[src/rtl/tap_pkg.sv]
package tap_pkg;
  typedef enum logic [3:0] {
    TLR, RTI,
    SEL_DR, CAP_DR, SH_DR, EX1_DR, PAU_DR, EX2_DR, UPD_DR,
    SEL_IR, CAP_IR, SH_IR, EX1_IR, PAU_IR, EX2_IR, UPD_IR
  } tap_state_e;

  localparam int IR_W = 3;
  typedef logic [IR_W-1:0] instr_t;

  localparam instr_t I_EXTEST   = 3'b000;
  localparam instr_t I_IDCODE   = 3'b001;
  localparam instr_t I_SAMPLE_Z = 3'b010;
  localparam instr_t I_SAMPLE   = 3'b100;
  localparam instr_t I_BYPASS   = 3'b111;

  localparam logic [1:0] IR_CAPT = 2'b01;

  typedef enum logic [1:0] {SEL_BYP, SEL_ID, SEL_BSR} dr_sel_e;

  function automatic dr_sel_e dr_select(instr_t i);
    case (i)
      I_EXTEST, I_SAMPLE_Z, I_SAMPLE: return SEL_BSR;
      I_IDCODE:                       return SEL_ID;
      default:                        return SEL_BYP;
    endcase
  endfunction
endpackage

[src/rtl/tap_fsm.sv]
module tap_fsm
  import tap_pkg::*;
(
  input  logic       tck_i,
  input  logic       rst_ni,
  input  logic       tms_i,
  output tap_state_e state_o
);
  tap_state_e state_q, state_d;

  always_comb begin
    state_d = state_q;
    case (state_q)
      TLR:    state_d = tms_i ? TLR    : RTI;
      RTI:    state_d = tms_i ? SEL_DR : RTI;
      SEL_DR: state_d = tms_i ? SEL_IR : CAP_DR;
      CAP_DR: state_d = tms_i ? EX1_DR : SH_DR;
      SH_DR:  state_d = tms_i ? EX1_DR : SH_DR;
      EX1_DR: state_d = tms_i ? UPD_DR : PAU_DR;
      PAU_DR: state_d = tms_i ? EX2_DR : PAU_DR;
      EX2_DR: state_d = tms_i ? UPD_DR : SH_DR;
      UPD_DR: state_d = tms_i ? SEL_DR : RTI;
      SEL_IR: state_d = tms_i ? TLR    : CAP_IR;
      CAP_IR: state_d = tms_i ? EX1_IR : SH_IR;
      SH_IR:  state_d = tms_i ? EX1_IR : SH_IR;
      EX1_IR: state_d = tms_i ? UPD_IR : PAU_IR;
      PAU_IR: state_d = tms_i ? EX2_IR : PAU_IR;
      EX2_IR: state_d = tms_i ? UPD_IR : SH_IR;
      UPD_IR: state_d = tms_i ? SEL_DR : RTI;
      default: state_d = TLR;
    endcase
  end

  always_ff @(posedge tck_i or negedge rst_ni) begin
    if (!rst_ni) state_q <= TLR;
    else         state_q <= state_d;
  end

  assign state_o = state_q;

  // run length of tms high, saturating at 5
  logic [2:0] ones_q;
  always_ff @(posedge tck_i or negedge rst_ni) begin
    if (!rst_ni)              ones_q <= '0;
    else if (!tms_i)          ones_q <= '0;
    else if (ones_q != 3'd5)  ones_q <= ones_q + 3'd1;
  end

  p_five_ones_tlr_r1: assert property (@(posedge tck_i) disable iff (!rst_ni)
    (ones_q == 3'd5) |-> (state_q == TLR));
endmodule

[src/rtl/tap_ir.sv]
module tap_ir
  import tap_pkg::*;
(
  input  logic       tck_i,
  input  logic       rst_ni,
  input  tap_state_e state_i,
  input  logic       tdi_i,
  output instr_t     instr_o,
  output logic       lsb_o
);
  instr_t sr_q, instr_q;

  always_ff @(posedge tck_i or negedge rst_ni) begin
    if (!rst_ni) begin
      sr_q    <= '0;
      instr_q <= I_IDCODE;
    end else begin
      case (state_i)
        CAP_IR:  sr_q <= {{(IR_W-2){1'b0}}, IR_CAPT};
        SH_IR:   sr_q <= {tdi_i, sr_q[IR_W-1:1]};
        default: sr_q <= sr_q;
      endcase
      if (state_i == TLR)         instr_q <= I_IDCODE;
      else if (state_i == UPD_IR) instr_q <= sr_q;
    end
  end

  assign instr_o = instr_q;
  assign lsb_o   = sr_q[0];

  p_ir_capture_r4: assert property (@(posedge tck_i) disable iff (!rst_ni)
    (state_i == CAP_IR) |=> (sr_q[1:0] == 2'b01));
  p_instr_hold_r4: assert property (@(posedge tck_i) disable iff (!rst_ni)
    !(state_i inside {TLR, UPD_IR}) |=> $stable(instr_o));
  p_tlr_default_r5: assert property (@(posedge tck_i) disable iff (!rst_ni)
    (state_i == TLR) |=> (instr_o == I_IDCODE));
endmodule

[src/rtl/tap_dr.sv]
module tap_dr
  import tap_pkg::*;
#(
  parameter int          BSR_LEN  = 16,
  parameter logic [31:0] ID_VALUE = 32'h4B1D_2E6F
) (
  input  logic               tck_i,
  input  logic               rst_ni,
  input  tap_state_e         state_i,
  input  dr_sel_e            sel_i,
  input  logic               tdi_i,
  input  logic [BSR_LEN-1:0] pins_i,
  output logic               lsb_o,
  output logic [BSR_LEN-1:0] bnd_upd_o
);
  localparam int ID_W = 32;

  logic cap, shf, upd;
  assign cap = (state_i == CAP_DR);
  assign shf = (state_i == SH_DR);
  assign upd = (state_i == UPD_DR);

  logic            byp_q;
  logic [ID_W-1:0] id_sr;

  always_ff @(posedge tck_i or negedge rst_ni) begin
    if (!rst_ni) begin
      byp_q <= 1'b0;
      id_sr <= '0;
    end else begin
      if (sel_i == SEL_BYP) begin
        if (cap)      byp_q <= 1'b0;
        else if (shf) byp_q <= tdi_i;
      end
      if (sel_i == SEL_ID) begin
        if (cap)      id_sr <= ID_VALUE;
        else if (shf) id_sr <= {tdi_i, id_sr[ID_W-1:1]};
      end
    end
  end

  logic [BSR_LEN-1:0] bsr_sh, bsr_in, bsr_up;
  logic               bsel;
  assign bsel = (sel_i == SEL_BSR);

  for (genvar g = 0; g < BSR_LEN; g++) begin : g_cell
    if (g == BSR_LEN-1) begin : g_head
      assign bsr_in[g] = tdi_i;
    end else begin : g_link
      assign bsr_in[g] = bsr_sh[g+1];
    end

    always_ff @(posedge tck_i or negedge rst_ni) begin
      if (!rst_ni) begin
        bsr_sh[g] <= 1'b0;
        bsr_up[g] <= 1'b0;
      end else if (bsel) begin
        if (cap)      bsr_sh[g] <= pins_i[g];
        else if (shf) bsr_sh[g] <= bsr_in[g];
        if (upd)      bsr_up[g] <= bsr_sh[g];
      end
    end
  end

  always_comb begin
    case (sel_i)
      SEL_BYP: lsb_o = byp_q;
      SEL_ID:  lsb_o = id_sr[0];
      default: lsb_o = bsr_sh[0];
    endcase
  end

  assign bnd_upd_o = bsr_up;

  p_id_capture_r6: assert property (@(posedge tck_i) disable iff (!rst_ni)
    (cap && sel_i == SEL_ID) |=> (id_sr == ID_VALUE));
  p_bypass_zero_r7: assert property (@(posedge tck_i) disable iff (!rst_ni)
    (cap && sel_i == SEL_BYP) |=> (lsb_o == 1'b0));
  p_bsr_update_r9: assert property (@(posedge tck_i) disable iff (!rst_ni)
    (upd && bsel) |=> (bnd_upd_o == $past(bsr_sh)));
  p_upd_hold_r11: assert property (@(posedge tck_i) disable iff (!rst_ni)
    !bsel |=> $stable(bnd_upd_o));
endmodule

[src/rtl/scan_tap_ctrl.sv]
module scan_tap_ctrl
  import tap_pkg::*;
#(
  parameter int          BSR_LEN  = 16,
  parameter logic [31:0] ID_VALUE = 32'h4B1D_2E6F
) (
  input  logic               tck_i,
  input  logic               rst_ni,
  input  logic               tms_i,
  input  logic               tdi_i,
  output logic               tdo_o,
  output logic               tdo_oe_o,
  input  logic [BSR_LEN-1:0] pins_i,
  output logic [BSR_LEN-1:0] bnd_upd_o,
  output logic               bnd_drive_o,
  output logic               outs_hiz_o
);
  tap_state_e state;
  instr_t     instr;
  dr_sel_e    sel;
  logic       ir_lsb, dr_lsb;

  tap_fsm u_fsm (
    .tck_i   (tck_i),
    .rst_ni  (rst_ni),
    .tms_i   (tms_i),
    .state_o (state)
  );

  tap_ir u_ir (
    .tck_i   (tck_i),
    .rst_ni  (rst_ni),
    .state_i (state),
    .tdi_i   (tdi_i),
    .instr_o (instr),
    .lsb_o   (ir_lsb)
  );

  assign sel = dr_select(instr);

  tap_dr #(
    .BSR_LEN  (BSR_LEN),
    .ID_VALUE (ID_VALUE)
  ) u_dr (
    .tck_i     (tck_i),
    .rst_ni    (rst_ni),
    .state_i   (state),
    .sel_i     (sel),
    .tdi_i     (tdi_i),
    .pins_i    (pins_i),
    .lsb_o     (dr_lsb),
    .bnd_upd_o (bnd_upd_o)
  );

  logic oe_d, tdo_d;
  assign oe_d  = (state == SH_IR) || (state == SH_DR);
  assign tdo_d = (state == SH_IR) ? ir_lsb : dr_lsb;

  // launch on falling edge for half a cycle of hold at the receiver
  always_ff @(negedge tck_i or negedge rst_ni) begin
    if (!rst_ni) begin
      tdo_oe_o <= 1'b0;
      tdo_o    <= 1'b0;
    end else begin
      tdo_oe_o <= oe_d;
      tdo_o    <= oe_d ? tdo_d : 1'b0;
    end
  end

  assign bnd_drive_o = (instr == I_EXTEST);
  assign outs_hiz_o  = (instr == I_SAMPLE_Z);

  p_tdo_oe_r3: assert property (@(posedge tck_i) disable iff (!rst_ni)
    tdo_oe_o == (state inside {SH_IR, SH_DR}));
  p_ctrl_excl_r10: assert property (@(posedge tck_i) disable iff (!rst_ni)
    $rose(outs_hiz_o) |-> $past(state) == UPD_IR);
endmodule

[config.mk]
export PLATFORM = sky130hd
export DESIGN_NAME = scan_tap_ctrl
export DESIGN_NICKNAME = d
export VERILOG_FILES = /design/src/rtl/tap_pkg.sv /design/src/rtl/tap_fsm.sv /design/src/rtl/tap_ir.sv /design/src/rtl/tap_dr.sv /design/src/rtl/scan_tap_ctrl.sv
export SDC_FILE = /design/constraint.sdc
export NUM_CORES = 1
export LEC_CHECK = 0
export BUFFER_PORTS_ARGS = -buffer_cell sky130_fd_sc_hd__clkbuf_2
export CELL_PAD_IN_SITES_DETAIL_PLACEMENT = 1
export CELL_PAD_IN_SITES_GLOBAL_PLACEMENT = 2
export CORE_ASPECT_RATIO = 0.5
export CORE_MARGIN = 2
export CORE_UTILIZATION = 40
export DETAILED_ROUTE_END_ITERATION = 7
export HOLD_SLACK_MARGIN = 0.02
export PLACE_DENSITY = 0.78
export SETUP_SLACK_MARGIN = 0.05
export SYNTH_ARGS = -nofsm -noshare
export SYNTH_HDL_FRONTEND = slang
export SYNTH_HIERARCHICAL = 1
export SYNTH_SLANG_ARGS = --single-unit
[constraint.sdc]
create_clock -name tck_i -period 2.53 [get_ports tck_i]
set_input_delay 0.506 -clock tck_i [delete_from_list [all_inputs] [get_ports tck_i]]
set_output_delay 0.506 -clock tck_i [all_outputs]
set_load 0.005 [all_outputs]
==> results of run 1 <==
how the worst max path moves through the flow:
stage | start | endpoint | slack, ps | depth (start not counted)
6_report | tdo_o | tdo_o | -110 | 1
3_5_place_dp | u_ir/instr_o[0] | tdo_o | -80 | 5
2_1_floorplan | u_ir/instr_o[0] | tdo_o | -50 | 5
3_3_place_gp | u_ir/instr_o[0] | tdo_o | -40 | 5
5_1_grt | u_ir/instr_o[0] | tdo_o | -190 | 5
4_1_cts | tdo_o | tdo_o | -130 | 1
cell usage after synthesis, drive strengths merged:
cell type / count
dfrtp: 74
mux2: 59
nand2: 28
inv: 18
buf: 13
mux2i: 13
a21oi: 12
nor4: 10
o21ba: 10
o21ai: 6
clkbuf: 5
nand2b: 4
nor2: 4
nor3b: 4
o22ai: 4
nor3: 3
a211oi: 2
and2b: 2
and3: 2
dfrtn: 2
or2: 2
or4b: 2
a2bb2oi: 1
a311oi: 1
and2: 1
and3b: 1
dfstp: 1
nand3: 1
nand3b: 1
nand4: 1
nand4b: 1
nand4bb: 1
nor4bb: 1
o21a: 1
o221ai: 1
o31a: 1
or2b: 1
or3: 1
or4: 1
where the power goes:
group | internal [W] | leakage, nW | switching (W)
registers | 0.00165 | 0.976 | 0.000220
clock network | 0.000818 | 0.150 | 0.000487
logic | 0.00103 | 1.05 | 0.00105
logic make-up after synthesis:
logic type      Yosys count
flops                    77
mux                      72
simple gates             72
compound gates           39
buf+inv                  36
cell type report:
type                    instances  area [um2]
clock buffers                  13       260.3
clock inverters                 3       43.79
fillers                       926        4424
inverters                      18       67.56
multi-input cells             183        1613
flip-flops and latches         77        1928
well taps                     117       146.4
repair buffers                 59       375.4
metrics by stage:
| stage | instances | utilization (%) | hold WS, ps |
|---|---|---|---|
| after CTS | 469 | 49.97 | 446.0 |
| after detailed placement | 452 | 46.43 | 347.7 |
| after global routing | 470 | 50.06 | 465.1 |
| final | 470 | 50.06 | 454.1 |
| after floorplan | 296 | - | 210.4 |
| after global placement | 452 | 46.43 | 344.6 |
layer usage:
metal / global-route usage [%] / vias to the layer above / wire length (um)
met5: 0 / - / 0
met4: 4.377 / 0 / 74
met3: 5.677 / 7 / 231
met2: 29.25 / 23 / 3877
met1: 22.67 / 1218 / 3866
li1: - / 1144 / -
registers in the layout, indices dropped and copies added (netlist names):
signal	count
u_dr/id_sr	32
u_dr/bnd_upd_o	16
u_dr/bsr_in	15
tdo_oe_o	1
tdo_o	1
u_ir/sr_q	3
u_dr/bsr_sh	1
u_fsm/state_o	4
u_dr/byp_q	1
u_ir/instr_o	3
repair_timing:
item | CTS | global route
hold buffers | 1 | 0
gates resized for setup | 0 | 2
pin swaps | 1 | 0
hold endpoints to repair | 4 | 0
endpoints found under the setup margin | 3 | 3
setup buffers | 0 | 1
==> reports/summary.txt, run 1 <==
=====================================================================================================
Area of the placeable core .............................................................     8859 um2
Rows ...................................................................................           24
Antenna diode count ....................................................................            0
Instance area at placement .............................................................     4113 um2
Max-cap violations .....................................................................            0
CP Class ...............................................................................      reg2out
Clock root cell ........................................................................    clkbuf_16
Synth-to-layout area growth ............................................................       19.37%
Cell type with the highest aggregate area in the netlist ...............................      dfrtp_1
Main combinational cell family by area after synthesis ................................. multiplexers
Share of layout cells above drive strength 1 ...........................................       41.93%
CP Data Arrival Time ...................................................................      2130 ps
Outcome ................................................................................ finished, violations left
Die Y ..................................................................................     72.15 um
Worst hold path class ..................................................................       in2reg
Number of port buffers .................................................................           39
CTS H-tree depth .......................................................................            3
Vias in the first global route .........................................................         2689
Post-synthesis share of cell area spent on full adders, half adders and majority gates .           0%
Synth Area in XOR/XNOR .................................................................           0%
Post-synthesis mux area share ..........................................................       23.41%
Initial cell density of the core .......................................................       41.94%
Detailed placement HPWL ................................................................      5448 um
Global-route wire length before repair .................................................     13860 um
Worst Hold Path Cells ..................................................................            3
Initial antenna violation count ........................................................            0
Length in cells of the worst reg-to-reg path ...........................................            5
Cell-by-cell trace of the critical path ................................................        buf_2
Area of the die ........................................................................    10120 um2
Peak fanout along the critical path ....................................................            1
Ranking of synthesized cells by area ................................................... dfrtp_1 50%, mux2_2 9.7%, mux2_4 8.1%
Length of the first detailed-routing pass in iterations ................................            4
Ports placed on the boundary ...........................................................           40
PwrDens ................................................................................  1185 nW/um2
Worst slew margin ......................................................................       59.45%
TritonCTS clock tree ...................................................................         done
Inserted Clock Buffers .................................................................            9
Setup clock skew after layout ..........................................................     9.056 ps
Detailed router's first-iteration violation count ......................................           96
Total Routing Usage GR .................................................................       17.56%
Crit path max-delay cell type ..........................................................      dfrtn_1
Delay-heaviest family, CP ..............................................................   flip-flops
CTS Buffer Depth .......................................................................            2
Fraction of synthesized cell area taken by the top area cell type ......................       49.85%
Source of the worst hold timing path ...................................................        tdi_i
Count of mapped cells out of synthesis .................................................          296
Reg2reg end ............................................................................        tdo_o
Count of endpoints failing setup in the final report ...................................            3
Commonest non-fill, non-tap cells in the layout ........................................ 74 x dfrtp_1, 36 x clkbuf_2, 32 x mux2_2, 28 x nand2_1, 20 x mux2_4
Data required time at the worst endpoint ...............................................      2020 ps
Number of nets in the layout ...........................................................          368
Most common cell after layout, fill and taps aside .....................................      dfrtp_1
Violated checks ........................................................................ negative setup slack
Vias ...................................................................................         2392
Number of max-slew violations in the final report ......................................            0
Worst Setup Start Kind .................................................................    flip-flop
Final Hold Vio Count ...................................................................            0
Design Area, Final .....................................................................     4434 um2
Summed instance area of the synthesized netlist ........................................     3715 um2
Routed wire length per instance ........................................................     17.13 um
Number of distinct standard cells referenced by the synthesized netlist ................           52
Number of warnings issued by yosys .....................................................            6
Average footprint of a synthesized cell ................................................    12.55 um2
Startpoint of the lowest-slack register-to-register path ............................... u_ir/instr_o[0]
Minimum setup slack in the final design ................................................    -109.9 ps
Drt total wl ...........................................................................      8049 um
Net count of the mapped netlist ........................................................          316
RSZ-0062 raised after global routing ...................................................          yes
Synth Register Bits ....................................................................           77
Vias per inst ..........................................................................        5.089
End point of the most critical hold path ............................................... u_ir/sr_q[2]
DRC viols ..............................................................................            0
Worst setup slack before clock tree synthesis ..........................................    -81.64 ps
CP endpoint kind .......................................................................  output port
Critical path buffer and inverter count ................................................            1
Clock latency on the worst-skew pair ...................................................       340 ps
Delay of the slowest cell on the worst path ............................................       410 ps
Leakage power summed over all cells ....................................................     2.176 nW
Peak VDD IR ............................................................................  0.0005171 V
Total power draw .......................................................................   0.005255 W
Number of routed nets with antenna violations ..........................................            0
Fraction of the mapped netlist area in compound gates ..................................       8.218%
Worst Tran Pin Value ...................................................................     608.2 ps
Post-synthesis share of cell area spent on and, or, nand and nor gates .................       11.08%
Clock sinks ............................................................................           77
Total congestion overflow ..............................................................            0
Post-synthesis sequential area ratio ...................................................       51.90%
Clock Pin Slew Worst Setup and Hold Paths ..............................................        60 ps
Reg-to-reg slack, setup ................................................................       -70 ps
Placer's final routability congestion estimate .........................................       0.7177
Maximum number of pins on one net before global-route repair ...........................           47
Chip Width .............................................................................     140.3 um
Setup TNS after final layout ...........................................................    -273.3 ps
=====================================================================================================
No activity file was read; power rests on OpenSTA's default activity.
==> run 2, diff against run 1 <==
--- a/config.mk
+++ b/config.mk
@@ -6,11 +6,9 @@
 export NUM_CORES = 1
 export LEC_CHECK = 0
 export BUFFER_PORTS_ARGS = -buffer_cell sky130_fd_sc_hd__clkbuf_2
-export CELL_PAD_IN_SITES_DETAIL_PLACEMENT = 1
-export CELL_PAD_IN_SITES_GLOBAL_PLACEMENT = 2
 export CORE_ASPECT_RATIO = 0.5
 export CORE_MARGIN = 2
-export CORE_UTILIZATION = 40
+export CORE_UTILIZATION = 58
 export DETAILED_ROUTE_END_ITERATION = 7
 export HOLD_SLACK_MARGIN = 0.02
 export PLACE_DENSITY = 0.78
==> run 2 against run 1 <==
  * The run still ends with negative setup slack left
  * Hold slack lost 370 ps
  * Core utilization grew 21 points
  * Largest cell class unchanged
  * Critical endpoint is now tdo_o
  * Critical path type is now reg2reg
  * Via count shrank 0.13%
  * Register-to-register slack lost 30 ps
  * Clock power grew 5%
  * Flip-flop and latch count is the same
  * Highest routed layer unchanged
  * Critical path depth grew 4
  * Routed wire length shrank 14%
  * Sequential power is essentially flat
==> reports/summary.txt, run 2 (synthesis gave the netlist of run 1 again) <==
===========================================================================
Antenna diode count ..........................................            0   unchanged
Inserted Clock Buffers .......................................            9   unchanged
PwrDens ......................................................  1193 nW/um2   +0.64%
Critical path buffer and inverter count ......................            1   unchanged
Chip Width ...................................................     117.2 um   -16%
Total power draw .............................................   0.005214 W   -0.78%
Die Y ........................................................     60.59 um   -16%
Max-cap violations ...........................................            0   unchanged
Worst setup slack before clock tree synthesis ................    -100.3 ps   -18.66 ps
Minimum setup slack in the final design ......................    -96.67 ps   +13.19 ps
Data required time at the worst endpoint .....................      1440 ps   -580 ps
CTS H-tree depth .............................................            3   unchanged
Worst slew margin ............................................       49.69%   -9.8 points
Clock Pin Slew Worst Setup and Hold Paths ....................        60 ps   about the same
Rows .........................................................           20   -17%
Clock root cell ..............................................    clkbuf_16
Area of the placeable core ...................................     6131 um2   -31%
Vias in the first global route ...............................         2413   -10%
Final Hold Vio Count .........................................            0   unchanged
Vias .........................................................         2389   -0.13%
Violated checks .............................................. negative setup slack
Peak fanout along the critical path ..........................            4   +3
CP Data Arrival Time .........................................      1540 ps   -590 ps
Number of max-slew violations in the final report ............            0   unchanged
Total Routing Usage GR .......................................       21.48%   +3.9 points
RSZ-0062 raised after global routing .........................          yes
Share of layout cells above drive strength 1 .................       41.83%   -0.093 points
Leakage power summed over all cells ..........................     2.163 nW   -0.57%
Total congestion overflow ....................................            0   unchanged
Global-route wire length before repair .......................     11430 um   -18%
Routed wire length per instance ..............................     15.85 um   -7.5%
Crit path max-delay cell type ................................      dfstp_2
Most common cell after layout, fill and taps aside ...........      dfrtp_1
Commonest non-fill, non-tap cells in the layout .............. 74 x dfrtp_1, 37 x clkbuf_2, 32 x mux2_2, 28 x nand2_1, 20 x mux2_4
Worst Setup Start Kind .......................................    flip-flop
Outcome ...................................................... finished, violations left
Number of routed nets with antenna violations ................            0   unchanged
DRC viols ....................................................            0   unchanged
Placer's final routability congestion estimate ...............       0.7816   +8.9%
Number of nets in the layout .................................          364   -1.1%
Cell-by-cell trace of the critical path ...................... nor3b_4 > mux2i_1 > o21ai_1 > inv_1 > o22ai_2
Delay-heaviest family, CP ....................................   flip-flops
Area of the die ..............................................     7100 um2   -30%
Detailed placement HPWL ......................................      4478 um   -18%
Synth-to-layout area growth ..................................       17.68%
Count of endpoints failing setup in the final report .........            3   unchanged
Setup clock skew after layout ................................     9.217 ps   +0.1612 ps
Vias per inst ................................................        5.467   +7.4%
Initial cell density of the core .............................       60.59%   +19 points
FILL cells ...................................................          422   -54%
CTS Buffer Depth .............................................            2   unchanged
Clock sinks ..................................................           77   unchanged
Number of port buffers .......................................           39   unchanged
Footprint of the multi-input gates ...........................     1613 um2   unchanged
Delay of the slowest cell on the worst path ..................       530 ps   +120 ps
Detailed router's first-iteration violation count ............          156   +63%
Ports placed on the boundary .................................           40   unchanged
Storage element area .........................................     1928 um2   unchanged
Maximum number of pins on one net before global-route repair .           62   +32%
Worst Tran Pin Value .........................................     754.7 ps   +146.5 ps
Length of the first detailed-routing pass in iterations ......            4   unchanged
Most flop-heavy register .....................................   u_dr/id_sr
CP Class .....................................................      reg2reg
Worst hold path class ........................................     in2async
Initial antenna violation count ..............................            0   unchanged
TritonCTS clock tree .........................................         done
Drt total wl .................................................      6925 um   -14%
Flip-flop count of the largest register after layout .........           32   unchanged
Peak VDD IR ..................................................  0.0006122 V   +18%
CP endpoint kind .............................................    flip-flop
Clock latency on the worst-skew pair .........................       330 ps   about the same
===========================================================================
-- run 2: cell count changes in the layout (fill, tap and decap cells not counted) --
cell and change:
buf_4 -3, buf_12 -1, bufinv_16 +1, clkbuf_1 -1, clkbuf_2 +1, clkbuf_8 -1, dlygate4sd3_1 -1, inv_6 +1
-- run 2: stage by stage --
step | cells | hold WS (ps) | setup TNS (ps) | utilization, % | instance area [um2]
CTS | 436 | 90.58 | -310.3 | 71.18 | 4364
finish | 437 | 81.33 | -260.5 | 71.31 | 4372
floorplan | 296 | 210.4 | -53.64 | - | 3726
global placement | 420 | 441.2 | -68.63 | 65.88 | 4039
detailed placement | 420 | 448.5 | -100.3 | 65.88 | 4039
global route | 437 | 99.78 | -416.4 | 71.31 | 4372
-- run 2: final timing paths --
| path | depth (start not counted) | slack, ps | startpoint | end |
|---|---|---|---|---|
| worst max-delay path | 5 | -100 | u_ir/instr_o[0] | tdo_o |
| worst min-delay path | 1 | 80 | rst_ni | u_fsm/state_o[3] |
| worst max register to register | 5 | -100 | u_ir/instr_o[0] | tdo_o |
| worst min register to register | 1 | 490 | u_dr/id_sr[27] | u_dr/id_sr[27] |
| max in group asynchronous | 1 | 1000 | rst_ni | tdo_o |
| min in group tck_i | 2 | 470 | tms_i | u_fsm/state_o[0] |
-- run 2: worst register-to-register path, stage by stage, from the launching register on --
cell and delay (ps):
dfstp_2 530, nor3b_4 240, mux2i_1 220, o21ai_1 70
inv_1 70, o22ai_2 70
-- run 2: layer usage --
| layer | track usage [%] | share of wire, % | vias to the layer above |
|---|---|---|---|
| met3 | 6.494 | 3.2 | 6 |
| met2 | 34.98 | 49 | 41 |
| met1 | 27.79 | 46 | 1206 |
| met4 | 8.235 | 1.1 | 0 |
| met5 | 0 | 0 | - |
| li1 | - | - | 1136 |
-- run 2: repair_timing --
item / 4_1_cts / 5_1_grt
hold buffers: 0 / 0
pin swaps: 1 / 0
endpoints found under the setup margin: 3 / 3
gates resized for setup: 0 / 1
buffers inserted: 0 / 1
-- run 2: layout make-up --
cell class / count / share of cell area, %
Clock inverter: 5 / 1.889
Inverter: 18 / 1.546
Tap cell: 88 / 2.519
Timing Repair Buffer: 55 / 7.499
Sequential cell: 77 / 44.10
Clock buffer: 11 / 5.552
Multi-Input combinational cell: 183 / 36.89
-- run 2: report_power, final --
group | total [W] | switching (W) | internal (W)
Sequential | 0.00186 | 0.000213 | 0.00165
Clock | 0.00137 | 0.000480 | 0.000894
Combinational | 0.00198 | 0.000999 | 0.000979
==> run 3, diff against run 2 <==
--- a/config.mk
+++ b/config.mk
@@ -5,13 +5,13 @@
 export SDC_FILE = /design/constraint.sdc
 export NUM_CORES = 1
 export LEC_CHECK = 0
-export BUFFER_PORTS_ARGS = -buffer_cell sky130_fd_sc_hd__clkbuf_2
 export CORE_ASPECT_RATIO = 0.5
 export CORE_MARGIN = 2
-export CORE_UTILIZATION = 58
+export CORE_UTILIZATION = 57
 export DETAILED_ROUTE_END_ITERATION = 7
+export DONT_BUFFER_PORTS = 1
 export HOLD_SLACK_MARGIN = 0.02
-export PLACE_DENSITY = 0.78
+export PLACE_DENSITY = 0.74
 export SETUP_SLACK_MARGIN = 0.05
 export SYNTH_ARGS = -nofsm -noshare
 export SYNTH_HDL_FRONTEND = slang
==> constraint.sdc (replaced) <==
create_clock -name tck_i -period 2.2 [get_ports tck_i]
set_input_delay 0.44 -clock tck_i [delete_from_list [all_inputs] [get_ports tck_i]]
set_output_delay 0.44 -clock tck_i [all_outputs]
set_load 0.005 [all_outputs]
==> run 3 against run 2 <==
  * The flow finishes with violations (negative hold slack, negative setup slack)
  * Critical path depth did not move
  * Combinational power rose by 19%
  * Non-clock buffer count fell by 33
  * Sequential share of layout area rose by 1.8 points
  * Clock power fell by 4%
  * Final area fell by 3.8%
  * Via count fell by 4.5%
  * Hold slack got worse by 280 ps
  * Flip-flop and latch count did not move
  * Cell count fell by 7.8%
  * Largest power group unchanged
  * Highest routed layer unchanged
==> reports/summary.txt, run 3 (synthesis gave the netlist of run 1 again) <==
===========================================================================
CTS Buffer Depth .............................................            2   unchanged
Routed wire length per instance ..............................     17.43 um   +10%
Initial antenna violation count ..............................            0   unchanged
Global-route wire length before repair .......................     11450 um   +0.18%
Leakage power summed over all cells ..........................     1.997 nW   -7.7%
Ports placed on the boundary .................................           40   unchanged
Peak VDD IR ..................................................  0.0008758 V   +43%
Global Route met2 Usage ......................................       34.52%   -0.46 points
Vias in the first global route ...............................         2302   -4.6%
Initial cell density of the core .............................       60.10%   -0.49 points
Delay of the slowest cell on the worst path ..................       520 ps   about the same
Share of layout cells above drive strength 1 .................       36.51%   -5.3 points
Vias per inst ................................................        5.663   +3.6%
Final Hold Vio Count .........................................           75   +75
Hold slack final .............................................    -199.2 ps   -280.5 ps
Chip Width ...................................................     118.2 um   +0.84%
Total congestion overflow ....................................            0   unchanged
Peak fanout along the critical path ..........................            2   -2
Data required time at the worst endpoint .....................      1280 ps   -160 ps
Drt total wl .................................................      7026 um   +1.5%
Most common cell after layout, fill and taps aside ...........      dfrtp_1
TritonCTS clock tree .........................................         done
Synth-to-layout area growth ..................................       13.17%
CP endpoint kind .............................................    flip-flop
Most flop-heavy register .....................................   u_dr/id_sr
Count of endpoints failing setup in the final report .........            3   unchanged
Clock latency on the worst-skew pair .........................       340 ps   about the same
Max-cap violations ...........................................            0   unchanged
Global routing met1 resource utilization .....................       26.14%   -1.6 points
Detailed router's first-iteration violation count ............           94   -40%
Worst hold path class ........................................     in2async
Number of port buffers .......................................            0   -100%
Number of routed nets with antenna violations ................            0   unchanged
PwrDens ......................................................  1387 nW/um2   +16%
Clock Pin Slew Worst Setup and Hold Paths ....................        50 ps   about the same
Area of the placeable core ...................................     6181 um2   +0.82%
Commonest non-fill, non-tap cells in the layout .............. 71 x dfrtp_1, 32 x mux2_2, 28 x nand2_1, 20 x mux2_4
Core Util, Final .............................................       68.02%   -3.3 points
DRC viols ....................................................            0   unchanged
Antenna diode count ..........................................            0   unchanged
Non-filler cells, final ......................................          403   -7.8%
Outcome ...................................................... finished, violations left
Worst Setup Start Kind .......................................    flip-flop
RSZ-0062 raised after global routing .........................          yes
Number of nets in the layout .................................          331   -9.1%
Maximum number of pins on one net before global-route repair .           78   +26%
CTS H-tree depth .............................................            3   unchanged
Number of max-slew violations in the final report ............            0   unchanged
Cell-by-cell trace of the critical path ...................... nor3b_4 > mux2i_1 > o21ai_1 > inv_1 > o22ai_2
Vias .........................................................         2282   -4.5%
Flip-flop count of the largest register after layout .........           32   unchanged
Length of the first detailed-routing pass in iterations ......            4   unchanged
Clock root cell ..............................................    clkbuf_16
Area of the die ..............................................     7218 um2   +1.7%
Post-CTS Setup Bufs ..........................................            0   unchanged
Placer's final routability congestion estimate ...............       0.7317   -6.4%
Cell count after placement ...................................          388   -7.6%
Met3 layer usage reported by global route ....................       9.167%   +2.7 points
Delay-heaviest family, CP ....................................   flip-flops
Die Y ........................................................     61.09 um   +0.82%
Total Routing Usage GR .......................................       21.34%   -0.14 points
CP Data Arrival Time .........................................      1490 ps   -50 ps
Inserted Clock Buffers .......................................            9   unchanged
Detailed placement HPWL ......................................      4545 um   +1.5%
Violated checks .............................................. negative hold slack, negative setup slack
Worst slew margin ............................................       75.60%   +26 points
Rows .........................................................           20   unchanged
Minimum setup slack in the final design ......................    -213.4 ps   -116.7 ps
Setup clock skew after layout ................................     9.810 ps   +0.5929 ps
Critical path buffer and inverter count ......................            1   unchanged
Busiest grt layer ............................................         met2
Crit path max-delay cell type ................................      dfstp_2
CP Class .....................................................      reg2reg
Clock sinks ..................................................           77   unchanged
Worst Tran Pin Value .........................................     363.9 ps   -390.8 ps
===========================================================================
## run 3: changes by cell type in the layout (fill, tap and decap cells not counted), sizes merged
cell / change
bufinv: -2
buf: +4
clkbuf: -35
inv: -1
## run 3: cell type report
class,count,area [um2]
fill,446,1977
sequential,77,1932
multi-input combinational,183,1628
clock buffer,13,250.2
timing repair buffer,22,206.4
tap,88,110.1
inverter,18,67.56
clock inverter,2,10.01
## run 3: repair_timing
action | in CTS | in global routing
pin swaps | 1 | 0
endpoints found under the setup margin | 19 | 19
resized for setup | 1 | 2
hold endpoints to repair | 75 | 75
## run 3: metal layers
metal  wire length, um  up-vias
met2              3375       39
met1              3181     1163
met5                 0        -
met3               347       11
li1                  -     1069
met4               121        0
## run 3: path summary, 6_finish.rpt
| kind | from | to | slack [ps] | depth (start not counted) |
|---|---|---|---|---|
| max in group asynchronous | rst_ni | tdo_oe_o | 1270 | 0 |
| min in group tck_i | tms_i | u_fsm/state_o[0] | 190 | 1 |
| worst min-delay path | rst_ni | u_dr/id_sr[14] | -200 | 0 |
| worst min register to register | u_dr/id_sr[16] | u_dr/id_sr[16] | 490 | 1 |
| worst max-delay path | u_ir/instr_o[0] | tdo_o | -210 | 5 |
| worst max register to register | u_ir/instr_o[0] | tdo_o | -210 | 5 |
## run 3: metrics by stage
step	total power (W)	cell area (um2)	worst slack, ps	setup TNS [ps]
after floorplan	0.003873	3734	-218.1	-218.1
after global placement	0.004365	3929	-184.2	-184.2
after detailed placement	0.004509	3929	-231.6	-383.5
after CTS	0.005861	4193	-225.0	-465.4
after global routing	0.006207	4204	-285.8	-565.5
final	0.005832	4204	-213.4	-420.5
## run 3: worst register-to-register path: stages, from the launching register on
cell	delay, ps
dfstp_2	520
nor3b_4	210
mux2i_1	210
o21ai_1	70
inv_1	80
o22ai_2	70
## run 3: power breakdown
| group | leakage [nW] | switching [W] | internal, W | total [W] |
|---|---|---|---|---|
| Clock | 0.129 | 0.000529 | 0.000784 | 0.00131 |
| Sequential | 0.973 | 0.000268 | 0.00190 | 0.00217 |
| Combinational | 0.895 | 0.00114 | 0.00121 | 0.00235 |
| Total | 2.00 | 0.00193 | 0.00390 | 0.00583 |
